$ cat src/rtl/dual_arb_pkg.sv
package dual_arb_pkg;
   localparam int NUM_MODES = 8;
   localparam int M_RD_PROG = 0;
   localparam int M_RD_DATA = 1;
   localparam int M_LD_PROG = 2;
   localparam int M_LD_DATA = 3;
   localparam int M_STANDBY = 4;
   localparam int M_OUT_DIS = 5;
   localparam int M_INHIBIT = 6;
   localparam int M_ILLEGAL = 7;

   typedef enum logic [1:0] {
      RD_NONE   = 2'd0,
      RD_DATA   = 2'd1,
      RD_POLL   = 2'd2,
      RD_REFUSE = 2'd3
   } rd_kind_e;

   typedef struct packed {
      logic cs_prog_n;
      logic cs_data_n;
      logic oe_n;
      logic we_n;
   } strobes_t;
endpackage

$ cat src/rtl/strobe_sync.sv
module strobe_sync #(
   parameter int WIDTH  = 4,
   parameter int STAGES = 2
) (
   input  logic             clk,
   input  logic             rst_n,
   input  logic [WIDTH-1:0] din,
   output logic [WIDTH-1:0] dout
);
   logic [WIDTH-1:0] stage_q [STAGES];

   genvar s;
   generate
      for (s = 0; s < STAGES; s++) begin : g_stage
         if (s == 0) begin : g_first
            always_ff @(posedge clk or negedge rst_n) begin
               if (!rst_n) stage_q[s] <= '1;
               else        stage_q[s] <= din;
            end
         end else begin : g_next
            always_ff @(posedge clk or negedge rst_n) begin
               if (!rst_n) stage_q[s] <= '1;
               else        stage_q[s] <= stage_q[s-1];
            end
         end
      end
   endgenerate

   assign dout = stage_q[STAGES-1];
endmodule

$ cat src/rtl/strobe_filter.sv
module strobe_filter #(
   parameter int FILT_CYCLES = 3
) (
   input  logic clk,
   input  logic rst_n,
   input  logic din,
   output logic dout
);
   generate
      if (FILT_CYCLES <= 1) begin : g_direct
         logic lvl_q;
         always_ff @(posedge clk or negedge rst_n) begin
            if (!rst_n) lvl_q <= 1'b1;
            else        lvl_q <= din;
         end
         assign dout = lvl_q;
      end else begin : g_count
         localparam int CNT_W = $clog2(FILT_CYCLES + 1);
         localparam logic [CNT_W-1:0] CNT_LAST = CNT_W'(FILT_CYCLES - 1);
         logic             lvl_q;
         logic [CNT_W-1:0] cnt_q;
         always_ff @(posedge clk or negedge rst_n) begin
            if (!rst_n) begin
               lvl_q <= 1'b1;
               cnt_q <= '0;
            end else if (din != lvl_q) begin
               if (cnt_q == CNT_LAST) begin
                  lvl_q <= din;
                  cnt_q <= '0;
               end else begin
                  cnt_q <= cnt_q + 1'b1;
               end
            end else begin
               cnt_q <= '0;
            end
         end
         assign dout = lvl_q;
      end
   endgenerate
endmodule

$ cat src/rtl/access_decode.sv
module access_decode
   import dual_arb_pkg::*;
(
   input  logic                 clk,
   input  logic                 rst_n,
   input  strobes_t             stb,
   input  logic                 prog_busy,
   input  logic                 data_busy,
   output logic [NUM_MODES-1:0] mode_q,
   output rd_kind_e             rd_q,
   output logic                 oe_q,
   output logic                 illegal_q
);
   logic [NUM_MODES-1:0] mode_d;
   rd_kind_e             rd_d;
   logic                 one_sel;
   logic                 sel_prog;

   always_comb begin
      mode_d   = '0;
      one_sel  = stb.cs_prog_n ^ stb.cs_data_n;
      sel_prog = !stb.cs_prog_n;
      if (!stb.cs_prog_n && !stb.cs_data_n) begin
         mode_d[M_ILLEGAL] = 1'b1;
      end else if (!one_sel) begin
         mode_d[M_STANDBY] = 1'b1;
      end else begin
         unique case ({stb.oe_n, stb.we_n})
            2'b01:   mode_d[sel_prog ? M_RD_PROG : M_RD_DATA] = 1'b1;
            2'b10:   mode_d[sel_prog ? M_LD_PROG : M_LD_DATA] = 1'b1;
            2'b11:   mode_d[M_OUT_DIS] = 1'b1;
            default: mode_d[M_INHIBIT] = 1'b1;
         endcase
      end
   end

   always_comb begin
      rd_d = RD_NONE;
      if (mode_d[M_RD_PROG]) begin
         rd_d = prog_busy ? RD_POLL : RD_DATA;
      end else if (mode_d[M_RD_DATA]) begin
         if (prog_busy)      rd_d = RD_REFUSE;
         else if (data_busy) rd_d = RD_POLL;
         else                rd_d = RD_DATA;
      end
   end

   always_ff @(posedge clk or negedge rst_n) begin
      if (!rst_n) begin
         mode_q    <= NUM_MODES'(1) << M_STANDBY;
         rd_q      <= RD_NONE;
         oe_q      <= 1'b0;
         illegal_q <= 1'b0;
      end else begin
         mode_q    <= mode_d;
         rd_q      <= rd_d;
         oe_q      <= (rd_d == RD_DATA) || (rd_d == RD_POLL);
         illegal_q <= mode_d[M_ILLEGAL] && !mode_q[M_ILLEGAL];
      end
   end
endmodule

$ cat src/rtl/dual_array_arbiter.sv
module dual_array_arbiter
   import dual_arb_pkg::*;
#(
   parameter int SYNC_STAGES = 2,
   parameter int FILT_CYCLES = 3
) (
   input  logic       clk,
   input  logic       rst_n,
   input  logic       cs_prog_n,
   input  logic       cs_data_n,
   input  logic       oe_n,
   input  logic       we_n,
   input  logic       prog_busy,
   input  logic       data_busy,
   output logic [7:0] mode_vec,
   output logic [1:0] rd_kind,
   output logic       bus_oe,
   output logic       illegal_pulse
);
   localparam int NSTB = $bits(strobes_t);

   generate
      if (SYNC_STAGES < 2) begin : g_bad_sync
         $error("SYNC_STAGES must be at least 2");
      end
      if (FILT_CYCLES < 1) begin : g_bad_filt
         $error("FILT_CYCLES must be at least 1");
      end
   endgenerate

   strobes_t         raw_stb;
   logic [NSTB-1:0]  sync_stb;
   logic [NSTB-1:0]  filt_stb;
   rd_kind_e         rd_int;

   assign raw_stb = '{cs_prog_n: cs_prog_n, cs_data_n: cs_data_n,
                      oe_n: oe_n, we_n: we_n};

   strobe_sync #(.WIDTH(NSTB), .STAGES(SYNC_STAGES)) u_sync (
      .clk  (clk),
      .rst_n(rst_n),
      .din  (raw_stb),
      .dout (sync_stb)
   );

   genvar i;
   generate
      for (i = 0; i < NSTB; i++) begin : g_filt
         strobe_filter #(.FILT_CYCLES(FILT_CYCLES)) u_filt (
            .clk  (clk),
            .rst_n(rst_n),
            .din  (sync_stb[i]),
            .dout (filt_stb[i])
         );
      end
   endgenerate

   access_decode u_dec (
      .clk      (clk),
      .rst_n    (rst_n),
      .stb      (strobes_t'(filt_stb)),
      .prog_busy(prog_busy),
      .data_busy(data_busy),
      .mode_q   (mode_vec),
      .rd_q     (rd_int),
      .oe_q     (bus_oe),
      .illegal_q(illegal_pulse)
   );

   assign rd_kind = rd_int;
endmodule

$ cat config.mk
export PLATFORM = sky130hd
export DESIGN_NAME = dual_array_arbiter
export DESIGN_NICKNAME = d
export VERILOG_FILES = /design/src/rtl/dual_arb_pkg.sv /design/src/rtl/strobe_sync.sv /design/src/rtl/strobe_filter.sv /design/src/rtl/access_decode.sv /design/src/rtl/dual_array_arbiter.sv
export SDC_FILE = /design/constraint.sdc
export NUM_CORES = 1
export LEC_CHECK = 0
export BUFFER_PORTS_ARGS = -buffer_cell sky130_fd_sc_hd__buf_2
export CAP_MARGIN = 20
export CORE_MARGIN = 1
export CORE_UTILIZATION = 35
export CTS_CLUSTER_DIAMETER = 40
export DETAILED_ROUTE_END_ITERATION = 10
export MAX_ROUTING_LAYER = met4
export PLACE_DENSITY_LB_ADDON = 0.25
export SLEW_MARGIN = 10
export SYNTH_ARGS = -nofsm -noshare
export SYNTH_HDL_FRONTEND = slang
export SYNTH_HIERARCHICAL = 1
export SYNTH_SLANG_ARGS = --single-unit
$ cat constraint.sdc
create_clock -name clk -period 3.1 [get_ports clk]
set_clock_uncertainty 0.15 [all_clocks]
set_input_delay 0.465 -clock clk [delete_from_list [all_inputs] [get_ports clk]]
set_output_delay 0.465 -clock clk [all_outputs]
set_load 0.01 [all_outputs]
Word level (Yosys, flattened, before mapping). Index checks and enable logic that the tools add are counted. Widths: inputs -> output; s select.

Equality and inequality tests: 13. Bitwise logic cells: 1. $lt $le $gt $ge: 4. Add/subtract/negate cells: 4. Mux-type cells: 28. Reduce and logical (&&, ||, !) cells: 12.

Operators by type and width (number): $ge 32x1->1 const B (2); $lt 32x5->1 const B (2); $mux 2 (13); $eq 2x2->1 const B (7); $pmux 5 s2 (1); $add 2x1->2 const B (4); $reduce_and 2->1 (4); $mux 7 (1); $demux 1 s3 (2); $mux 1 (6); $pmux 1 s3 (2); $eq 2x1->1 const B (2); $logic_and 1x1->1 (4); $mux 4 (1); $ne 1x1->1 (4); $logic_not 1->1 (3); $mux 3 (1); $pmux 1 s2 (1); $logic_or 1x1->1 (1); $xor 1x1->1 (1).

Register bits after elaboration: 32.

Depth between registers and ports, before layout. Gate-level depths: netlist (run 1).

Depth after elaboration: 12. Depth in mapped cells: 4. Mapped depth without buffers: 4.

Modules after synthesis. The synthesis (run 1) kept the hierarchy.

Modules (own cells, without submodules): strobe_filter (instances 4, cells each 8, area each 126.4 µm², sequential area each 76.3 µm²); access_decode (instances 1, cells each 36, area each 495.5 µm², sequential area each 301.5 µm²); strobe_sync (instances 1, cells each 12, area each 240.2 µm², sequential area each 210.2 µm²).

Least setup slack after synthesis (run 1). No wires, ideal clock.

Kind: reg-to-reg. Start: register g_filt[0].u_filt.g_count.lvl_q. End: register u_dec.mode_q[3]. Buffers on the path: 0. Cell stages (with the launch flop): 5. Arrival time: 1.213 ns. Library setup time: 0.121 ns. Data required time: 2.829 ns. Slack: 1.616 ns. Clock period less this slack: 1.484 ns. Cell sequence: dfstp_2 > inv_1 > ha_1 > nor2b_1 > and4_2.

Cells in the longest elaborated chain, start to end: 4. Elaborated cells between the ends (all ways): 5. Classes of those cells: eq/ne: 2; mux: 3.

RTL lines: from (decl) (RTL line strobe_filter.sv:20) `logic lvl_q;`; from (signal assigned) (RTL line strobe_filter.sv:28) `lvl_q <= din;`; $eq 2x2->1 / $eq 2x1->1 (equally long branches) (RTL line access_decode.sv:28) `unique case ({stb.oe_n, stb.we_n})`; $pmux 5 s2 (*) (RTL line access_decode.sv:28); $mux 4 (*) (RTL line access_decode.sv:25) `end else if (!one_sel) begin`; $mux 7 (*) (RTL line access_decode.sv:23) `if (!stb.cs_prog_n && !stb.cs_data_n) begin`; net u_dec.mode_d[3] (RTL line access_decode.sv:14) `logic [NUM_MODES-1:0] mode_d;`; to (signal assigned) (RTL line access_decode.sv:50) `mode_q <= NUM_MODES'(1) << M_STANDBY;`; to (signal assigned) (RTL line access_decode.sv:55) `mode_q <= mode_d;`; to (decl) (RTL line access_decode.sv:9) `output logic [NUM_MODES-1:0] mode_q,`.

Mark *: on every way through the listed nets, which the timed path passes. The rest lies on a longest branch. A chain may end at the register's enable or synchronous reset.

Worst setup path in the final report (run 1).
Start: register g_filt[3].u_filt.g_count.lvl_q. End: register u_dec.rd_q[1].

Cells in the longest elaborated chain, start to end: 10. Elaborated cells between the ends (all ways): 20. Classes of those cells: order compare: 4; mux: 11; bitwise: 1; reduce/logical: 4.

RTL lines: from (decl) (RTL line strobe_filter.sv:20); from (signal assigned) (RTL line strobe_filter.sv:28); $mux 1 (RTL line access_decode.sv:29, access_decode.sv:30); $ge 32x1->1 (implied by the code) (tied with other cells) (RTL line access_decode.sv:30) `2'b10: mode_d[sel_prog ? M_LD_PROG : M_LD_DATA] = 1'b1;`; $logic_and 1x1->1, on equally long branches (RTL line access_decode.sv:30, access_decode.sv:29); $mux 1, on equally long branches (RTL line access_decode.sv:30, access_decode.sv:29); $demux 1 s3; $pmux 5 s2 (RTL line access_decode.sv:28); $mux 4 (RTL line access_decode.sv:25); $mux 7 (*) (RTL line access_decode.sv:23); $mux 2 (RTL line access_decode.sv:41) `end else if (mode_d[M_RD_DATA]) begin`; $mux 2 (*) (RTL line access_decode.sv:39) `if (mode_d[M_RD_PROG]) begin`; net u_dec.rd_d[1] (RTL line access_decode.sv:15) `rd_kind_e rd_d;`; to (signal assigned) (RTL line access_decode.sv:56) `rd_q <= rd_d;`; to (decl) (RTL line access_decode.sv:10) `output rd_kind_e rd_q,`.

Marks and branches as above.

==> metrics.log, run 1 <==
INFO  metric signal_arrival_time_at_the_worst_endpoint = between 1.5 and 2 ns
INFO  metric hpwlAfterDp = between 1 and 1.5 mm
INFO  metric layout_net_count = between 100 and 150
INFO  metric r2r_cells = 4
INFO  metric syn2layout_area_growth = 17.54%
INFO  metric timing.rr.end = u_dec/rd_q[1]
INFO  metric globalRouteMet1Util = between 10% and 20%
INFO  metric die_area = 3788 um2
INFO  metric setup_viol_count_final = 0
INFO  metric grt-busiest-layer = met2
INFO  metric timing.final.ws_setup = between 1.5 and 2 ns
INFO  metric drt-wirelength-per-cell = between 10 and 15 um
INFO  metric synth-edff-count = 0
INFO  metric dominantRegCellSynth = sky130_fd_sc_hd__dfrtp_1
INFO  metric cts_tree = yes
INFO  metric max_freq = 629.7 MHz
INFO  metric ffs_latches_synth = 32
INFO  metric routed-via-count = slightly above 600
INFO  metric finalPower = about 1400 uW
INFO  metric crit_path_end_kind = register
INFO  metric start_util = between 30 and 40%
INFO  metric cts_root_buffer = sky130_fd_sc_hd__clkbuf_4
INFO  metric worst_path_max_stage_delay = roughly 0.63 ns
INFO  metric maxCapViolations = 0
INFO  metric die_ht = 61.55 um
INFO  metric postCtsResizedCells = 0
INFO  metric timing_worst_slew_pin_value = approximately 0.65 ns
INFO  metric worst_hold_margin = 0.01167 ns
INFO  metric detail_route.iter0.violations = 8
INFO  metric yosys.area.top_type = sky130_fd_sc_hd__dfrtp_1
INFO  metric insertion_delay = roughly 0.32 ns
INFO  metric drt-total-wl = around 1.6 mm
INFO  metric critical_path.slowest_cell = sky130_fd_sc_hd__dfstp_2
INFO  metric core_region_area = 3363 um2
INFO  metric buffer_ports.inserted = 19
INFO  metric critical_path_cell_by_cell = inv_1 > ha_1 > nand3b_4 > nor2b_1
INFO  metric cts_buffer_depth = 2
INFO  metric finalCritPeriodShare = 51.23%
INFO  metric path_max_fanout = 9
INFO  metric routing_usage_on_met2 = 17.20%
INFO  metric synth_async_sr_flop_share = 100.0%
INFO  metric number_of_global_route_vias_before_repair = 630
INFO  metric drc = 0
INFO  metric grt_usage = 11.24%
INFO  metric required = between 3 and 4 ns
INFO  metric synth_seq_area_share = 65.83%
INFO  metric use_met3 = 6.933%
INFO  metric power_per_cell_area = roughly 970 nW/um2
INFO  metric synth_cells = 80
INFO  metric reg2reg_slack = around 1.5 ns
INFO  metric dr.pass1.iters = 3
INFO  metric grt_pass1_wl = about 2.8 mm
INFO  metric synthDistinctLibCells = 19
INFO  metric grt_overflow = 0
INFO  metric timing.slew.headroom = around 56%
INFO  metric cts.repair_timing.setup_buffer_count = 0
INFO  metric via_per_inst = 4.154
INFO  metric post_cts_hold_buffer_count = 0
INFO  metric grt_start_max_net_pins = 33
INFO  metric period_minus_slack = 1.588 ns
INFO  metric io-pin-count = 20
INFO  metric finalMaxSlewViolations = 0
INFO  metric place_congestion = between 0.6 and 0.7
INFO  metric synth.yosys.warnings = 6
INFO  metric hold_viol_final = 0
INFO  metric r2r_start = g_filt[3].u_filt/dout
INFO  metric tns = 0 ns
INFO  metric synth_top_cells_by_area = sky130_fd_sc_hd__dfrtp_1, sky130_fd_sc_hd__dfstp_2, sky130_fd_sc_hd__ha_1
INFO  metric syn_nets = between 90 and 100
INFO  metric std_cell_rows = 21
INFO  metric clk_pin_slew_worst_paths = around 0.090 ns
INFO  metric htree_levels = 2
INFO  metric num_cts_buffers = 5
INFO  metric ir_worst_vdd = 0.0003742 V
INFO  metric min-delay-path-class = in2async
INFO  metric status = finished, final reports clean
INFO  metric synth_commonest_cells = sky130_fd_sc_hd__dfrtp_1, sky130_fd_sc_hd__dfstp_2, sky130_fd_sc_hd__ha_1
INFO  metric synth.most_common_cell = sky130_fd_sc_hd__dfrtp_1
INFO  metric setup.worst_path.class = reg2reg
INFO  metric cts_sinks = 32
INFO  metric postPlaceCellArea = roughly 1400 um2
INFO  metric dp_slack = roughly 1.5 ns
INFO  metric area_share_of_the_leading_cell_type_in_the_synthesized_netlist = a little under two fifths
INFO  metric critPathLaunchType = register
INFO  metric fillerInstances = roughly 330
INFO  metric antenna-diode-count = 0
INFO  metric postSynthAreaPerCell = between 15 and 20 um2
INFO  metric drive_gt1_share = between 40% and 50%
INFO  metric antenna_found_initial = 0
INFO  metric grt_setup_unrepaired = false
INFO  metric final_antenna_net_count = 0
INFO  metric final_area = 1459 um2
INFO  metric number_of_buffers_and_inverters_on_the_critical_path = 1
INFO  metric timing.critical_path.max_delay_family = flip-flops
INFO  metric chipWidth = between 60 and 70 um
INFO  metric p_leak = 0.0007257 uW
INFO  metric syn_area = approximately 1200 um2
==> power breakdown <==
group	internal (uW)	total (uW)	switching [uW]
Combinational	218	395	177
Sequential	570	673	103
Clock	214	347	133
Total	1000	1410	413
==> kinds of logic after synthesis <==
group / share of synthesized area (%)
compound gates: 1.412
xor+xnor: 2.822
fa+ha+maj: 6.048
buf+inv: 3.629
flops: 65.83
mux: 4.839
simple gates: 15.42
==> through the flow <==
step	std cells	util, %
after floorplan	80	-
after global placement	141	40.55
after detailed placement	141	40.55
after CTS	149	43.38
after global routing	149	43.38
final	149	43.38
==> flip-flops by register name, indices dropped and copies added, names as in the netlist <==
register,cells
g_filt.u_filt/g_count.cnt_q,8
u_dec/mode_q,8
g_filt.u_filt/dout,4
u_sync/dout,4
u_sync/stage_q,4
u_dec/rd_q,2
u_dec/illegal_q,1
u_dec/oe_q,1
==> worst register-to-register path: stages, from the launching register on <==
cell	delay [ns]
sky130_fd_sc_hd__dfstp_2	0.63
sky130_fd_sc_hd__inv_1	0.09
sky130_fd_sc_hd__ha_1	0.37
sky130_fd_sc_hd__nand3b_4	0.12
sky130_fd_sc_hd__nor2b_1	0.15
==> cells in the final DEF (no fill, tap or decap), drive strengths merged <==
cell and instances:
a21o 1, a21oi 2, and3b 2, and4 2, buf 19, bufinv 1, clkbuf 7, dfrtp 19
dfstp 13, ha 6, inv 4, mux2 4, nand2 1, nand3b 1, nor2 2, nor2b 7
nor3 4, nor3b 4, xnor2 4
==> routing by layer <==
layer / wire length [um] / share of wire (%)
met1: 705 / 43
met4: 32 / 2.0
met2: 790 / 48
met5: 0 / 0
met3: 103 / 6.3
==> area by class of cell <==
class,count,area (um2),share of cell area [%]
Sequential cell,32,817.0,56.00
Multi-Input combinational cell,40,379.1,25.99
Timing Repair Buffer,19,95.09,6.518
Clock buffer,7,65.06,4.460
Tap cell,46,57.56,3.945
Clock inverter,1,30.03,2.058
Inverter,4,15.01,1.029
==> worst max path at each step <==
stage / slack, ns / from / cells past startpoint / to
after global placement: 1.56 / g_filt[0].u_filt/dout / 4 / u_dec/mode_q[3]
after floorplan: 1.62 / g_filt[0].u_filt/dout / 4 / u_dec/mode_q[3]
after CTS: 1.51 / g_filt[3].u_filt/dout / 4 / u_dec/oe_q
final: 1.51 / g_filt[3].u_filt/dout / 4 / u_dec/rd_q[1]
after global routing: 1.41 / g_filt[3].u_filt/dout / 4 / u_dec/rd_q[1]
after detailed placement: 1.53 / g_filt[3].u_filt/dout / 4 / u_dec/oe_q
(Power assumes the default switching activity.)
==> inputs of run 2 (changes only) <==
==> constraint.sdc (replaced) <==
create_clock -name clk -period 1.34 [get_ports clk]
set_clock_uncertainty 0.15 [all_clocks]
set_input_delay 0.201 -clock clk [delete_from_list [all_inputs] [get_ports clk]]
set_output_delay 0.201 -clock clk [all_outputs]
set_load 0.01 [all_outputs]
==> run 2 against run 1 <==
The run now ends with negative setup slack left. Sequential power is 120% higher. Power grew to 2.6 times the previous value. Count of clock-buffer cells in the layout is 1 lower. Flip-flop and latch count stayed put. Non-clock buffer count is 14 higher. Sequential share of layout area is 6.0 points lower. Utilization is 5.2 points higher. Die area stayed put. Final cell count is 9.4% higher. Worst setup slack worse by 1.5 ns. Cell area is 12% higher. Hold slack better by 0.032 ns. Critical path type unchanged. Largest cell class unchanged.
==> metrics.log, run 2 (synthesis gave the netlist of run 1 again) <==
INFO  metric status = finished, violations left (was finished, final reports clean)
INFO  metric failed_checks = negative setup slack
INFO  metric buffer_ports.inserted = 19 (unchanged)
INFO  metric min-delay-path-class = in2reg (was in2async)
INFO  metric period_minus_slack = 1.378 ns (was 1.588 ns)
INFO  metric timing.hold.worst.start = data_busy
INFO  metric timing_worst_slew_pin_value = 0.3838 ns (was 0.6546 ns)
INFO  metric grt_start_max_net_pins = 18 (was 33)
INFO  metric hold_viol_final = 0 (unchanged)
INFO  metric crit_path_start = g_filt[0].u_filt/dout (was g_filt[3].u_filt/dout)
INFO  metric clk_pin_slew_worst_paths = 0.10 ns (was 0.09 ns)
INFO  metric timing.slew.headroom = 74.41% (was 56.36%)
INFO  metric fillerInstances = 329 (was 333)
INFO  metric signal_arrival_time_at_the_worst_endpoint = 1.50 ns (was 1.69 ns)
INFO  metric setup_viol_count_final = 4 (was 0)
INFO  metric path_max_fanout = 2 (was 9)
INFO  metric io-pin-count = 20 (unchanged)
INFO  metric detail_route.iter0.violations = 4 (was 8)
INFO  metric num_cts_buffers = 5 (unchanged)
INFO  metric start_util = 36.90% (unchanged)
INFO  metric mostFrequentLayoutCell = sky130_fd_sc_hd__dfrtp_1
INFO  metric final_instance_count_without_filler_cells = 163 (was 149)
INFO  metric grt_pass1_wl = 3.029 mm (was 2.753 mm)
INFO  metric p_leak = 0.0007861 uW (was 0.0007257 uW)
INFO  metric htree_levels = 2 (unchanged)
INFO  metric crit_path_end_kind = register (unchanged)
INFO  metric finalCritPeriodShare = 102.8% (was 51.23%)
INFO  metric dp_slack = -0.05542 ns (was 1.530 ns)
INFO  metric tns = -0.07390 ns (was 0 ns)
INFO  metric finalMaxSlewViolations = 0 (unchanged)
INFO  metric grt_usage = 12.52% (was 11.24%)
INFO  metric setup.worst_path.class = reg2reg (unchanged)
INFO  metric number_of_global_route_vias_before_repair = 662 (was 630)
INFO  metric cts_buffer_depth = 2 (unchanged)
INFO  metric power_per_cell_area = 2208 nW/um2 (was 969.7 nW/um2)
INFO  metric mostFrequentLayoutCells = sky130_fd_sc_hd__dfrtp_1, sky130_fd_sc_hd__buf_2, sky130_fd_sc_hd__dfstp_2 (unchanged)
INFO  metric die_ht = 61.55 um (unchanged)
INFO  metric placed_cells_incl_taps = 148 (was 141)
INFO  metric final-seq-area = 817.0 um2 (unchanged)
INFO  metric critPathLaunchType = register (unchanged)
INFO  metric drt-wirelength-per-cell = 11.29 um (was 10.95 um)
INFO  metric drc = 0 (unchanged)
INFO  metric final_core_utilization = 48.62% (was 43.38%)
INFO  metric cts_root_buffer = sky130_fd_sc_hd__clkbuf_4 (unchanged)
INFO  metric max_freq = 725.9 MHz (was 629.7 MHz)
INFO  metric final_antenna_net_count = 0 (unchanged)
INFO  metric chipWidth = 61.55 um (unchanged)
INFO  metric via_per_inst = 4.153 (was 4.154)
INFO  metric maxCapViolations = 0 (unchanged)
INFO  metric ir_worst_vdd = 0.0009238 V (was 0.0003742 V)
INFO  metric r2r_start = g_filt[0].u_filt/dout (was g_filt[3].u_filt/dout)
INFO  metric grt_overflow = 0 (unchanged)
INFO  metric postPlaceCellArea = 1446 um2 (was 1364 um2)
INFO  metric reg.largest.list = g_filt.u_filt/g_count.cnt_q: 8 flops, u_dec/mode_q: 8 flops (unchanged)
INFO  metric antenna-diode-count = 0 (unchanged)
INFO  metric cts_tree = yes (unchanged)
INFO  metric total_area_of_multi_input_combinational_cells = 435.4 um2 (was 379.1 um2)
INFO  metric routed-via-count = 677 (was 619)
INFO  metric std_cell_rows = 21 (unchanged)
INFO  metric layout_net_count = 130 (was 116)
INFO  metric hpwlAfterDp = 1.274 mm (was 1.155 mm)
INFO  metric die_area = 3788 um2 (unchanged)
INFO  metric dr.pass1.iters = 6 (was 3)
INFO  metric syn2layout_area_growth = 31.75% (was 17.54%)
INFO  metric drive_gt1_share = 58.12% (was 48.54%)
INFO  metric drt-total-wl = 1.841 mm (was 1.632 mm)
INFO  metric insertion_delay = 0.33 ns (was 0.32 ns)
INFO  metric core_region_area = 3363 um2 (unchanged)
INFO  metric grt_setup_unrepaired = true (was false)
INFO  metric final_area = 1635 um2 (was 1459 um2)
INFO  metric antenna_found_initial = 0 (unchanged)
INFO  metric required = 1.47 ns (was 3.20 ns)
INFO  metric place_congestion = 0.6492 (was 0.6823)
INFO  metric cts_sinks = 32 (unchanged)
INFO  metric timing.final.ws_setup = -0.03769 ns (was 1.512 ns)
-- run 2: cell count changes in the layout (fill, tap and decap cells not counted), sizes merged --
cell / before / now
dlygate4sd3: 0 / 6
buf: 19 / 27
clkbuf: 7 / 6
clkinv: 0 / 1
-- run 2: what timing repair did --
item                       in CTS  in global routing
gates resized for setup         8                  1
hold endpoints to repair       29                  0
buffers inserted                1                  0
hold buffers                    6                  0
setup endpoints to repair       5                  8
pin swaps                       2                  1
-- run 2: per-stage QoR --
stage               total power (uW)  hold WS (ns)
finish                          3610       0.04378
CTS                             3621       0.01934
global route                    3867       0.01509
floorplan                       2321       -0.2446
detailed placement              2757     -0.002520
global placement                2693     -0.007088
-- run 2: final cells by class --
cell class              count  share of cell area [%]
flip-flops and latches     32                   49.96
repair buffers             33                   14.31
well taps                  46                   3.520
clock buffers               6                   2.525
clock inverters             2                   2.142
multi-input cells          40                   26.63
inverters                   4                  0.9181
-- run 2: power breakdown --
| group | internal [uW] | total [uW] | switching [uW] |
|---|---|---|---|
| Clock | 391 | 706 | 315 |
| Sequential | 1310 | 1490 | 176 |
| Combinational | 799 | 1410 | 615 |
-- run 2: worst paths after layout --
check                      cells after the start  slack, ns                           endpoint
setup reg to reg                               4      -0.04                    u_dec/mode_q[3]
hold reg to reg                                0       0.21                     u_sync/dout[0]
hold / removal                                 3       0.04                      u_dec/rd_q[0]
min in group asynchronous                      2       0.16  g_filt[0].u_filt/g_count.cnt_q[0]
max in group asynchronous                      3       0.38                     u_sync/dout[2]
setup / recovery                               4      -0.04                    u_dec/mode_q[3]
-- run 2: critical path: stages (launching register included) --
cell	delay, ns
sky130_fd_sc_hd__dfstp_2	0.55
sky130_fd_sc_hd__inv_2	0.05
sky130_fd_sc_hd__ha_4	0.25
sky130_fd_sc_hd__nor2b_4	0.13
sky130_fd_sc_hd__and4_4	0.19
-- run 2: layer usage --
metal  vias up  wire, um  GRT usage (%)
li1        330         -              -
met1       323       751          12.72
met2        20       945          19.20
met3         4       110          6.303
met4         0        34          7.619
met5         -         0              -
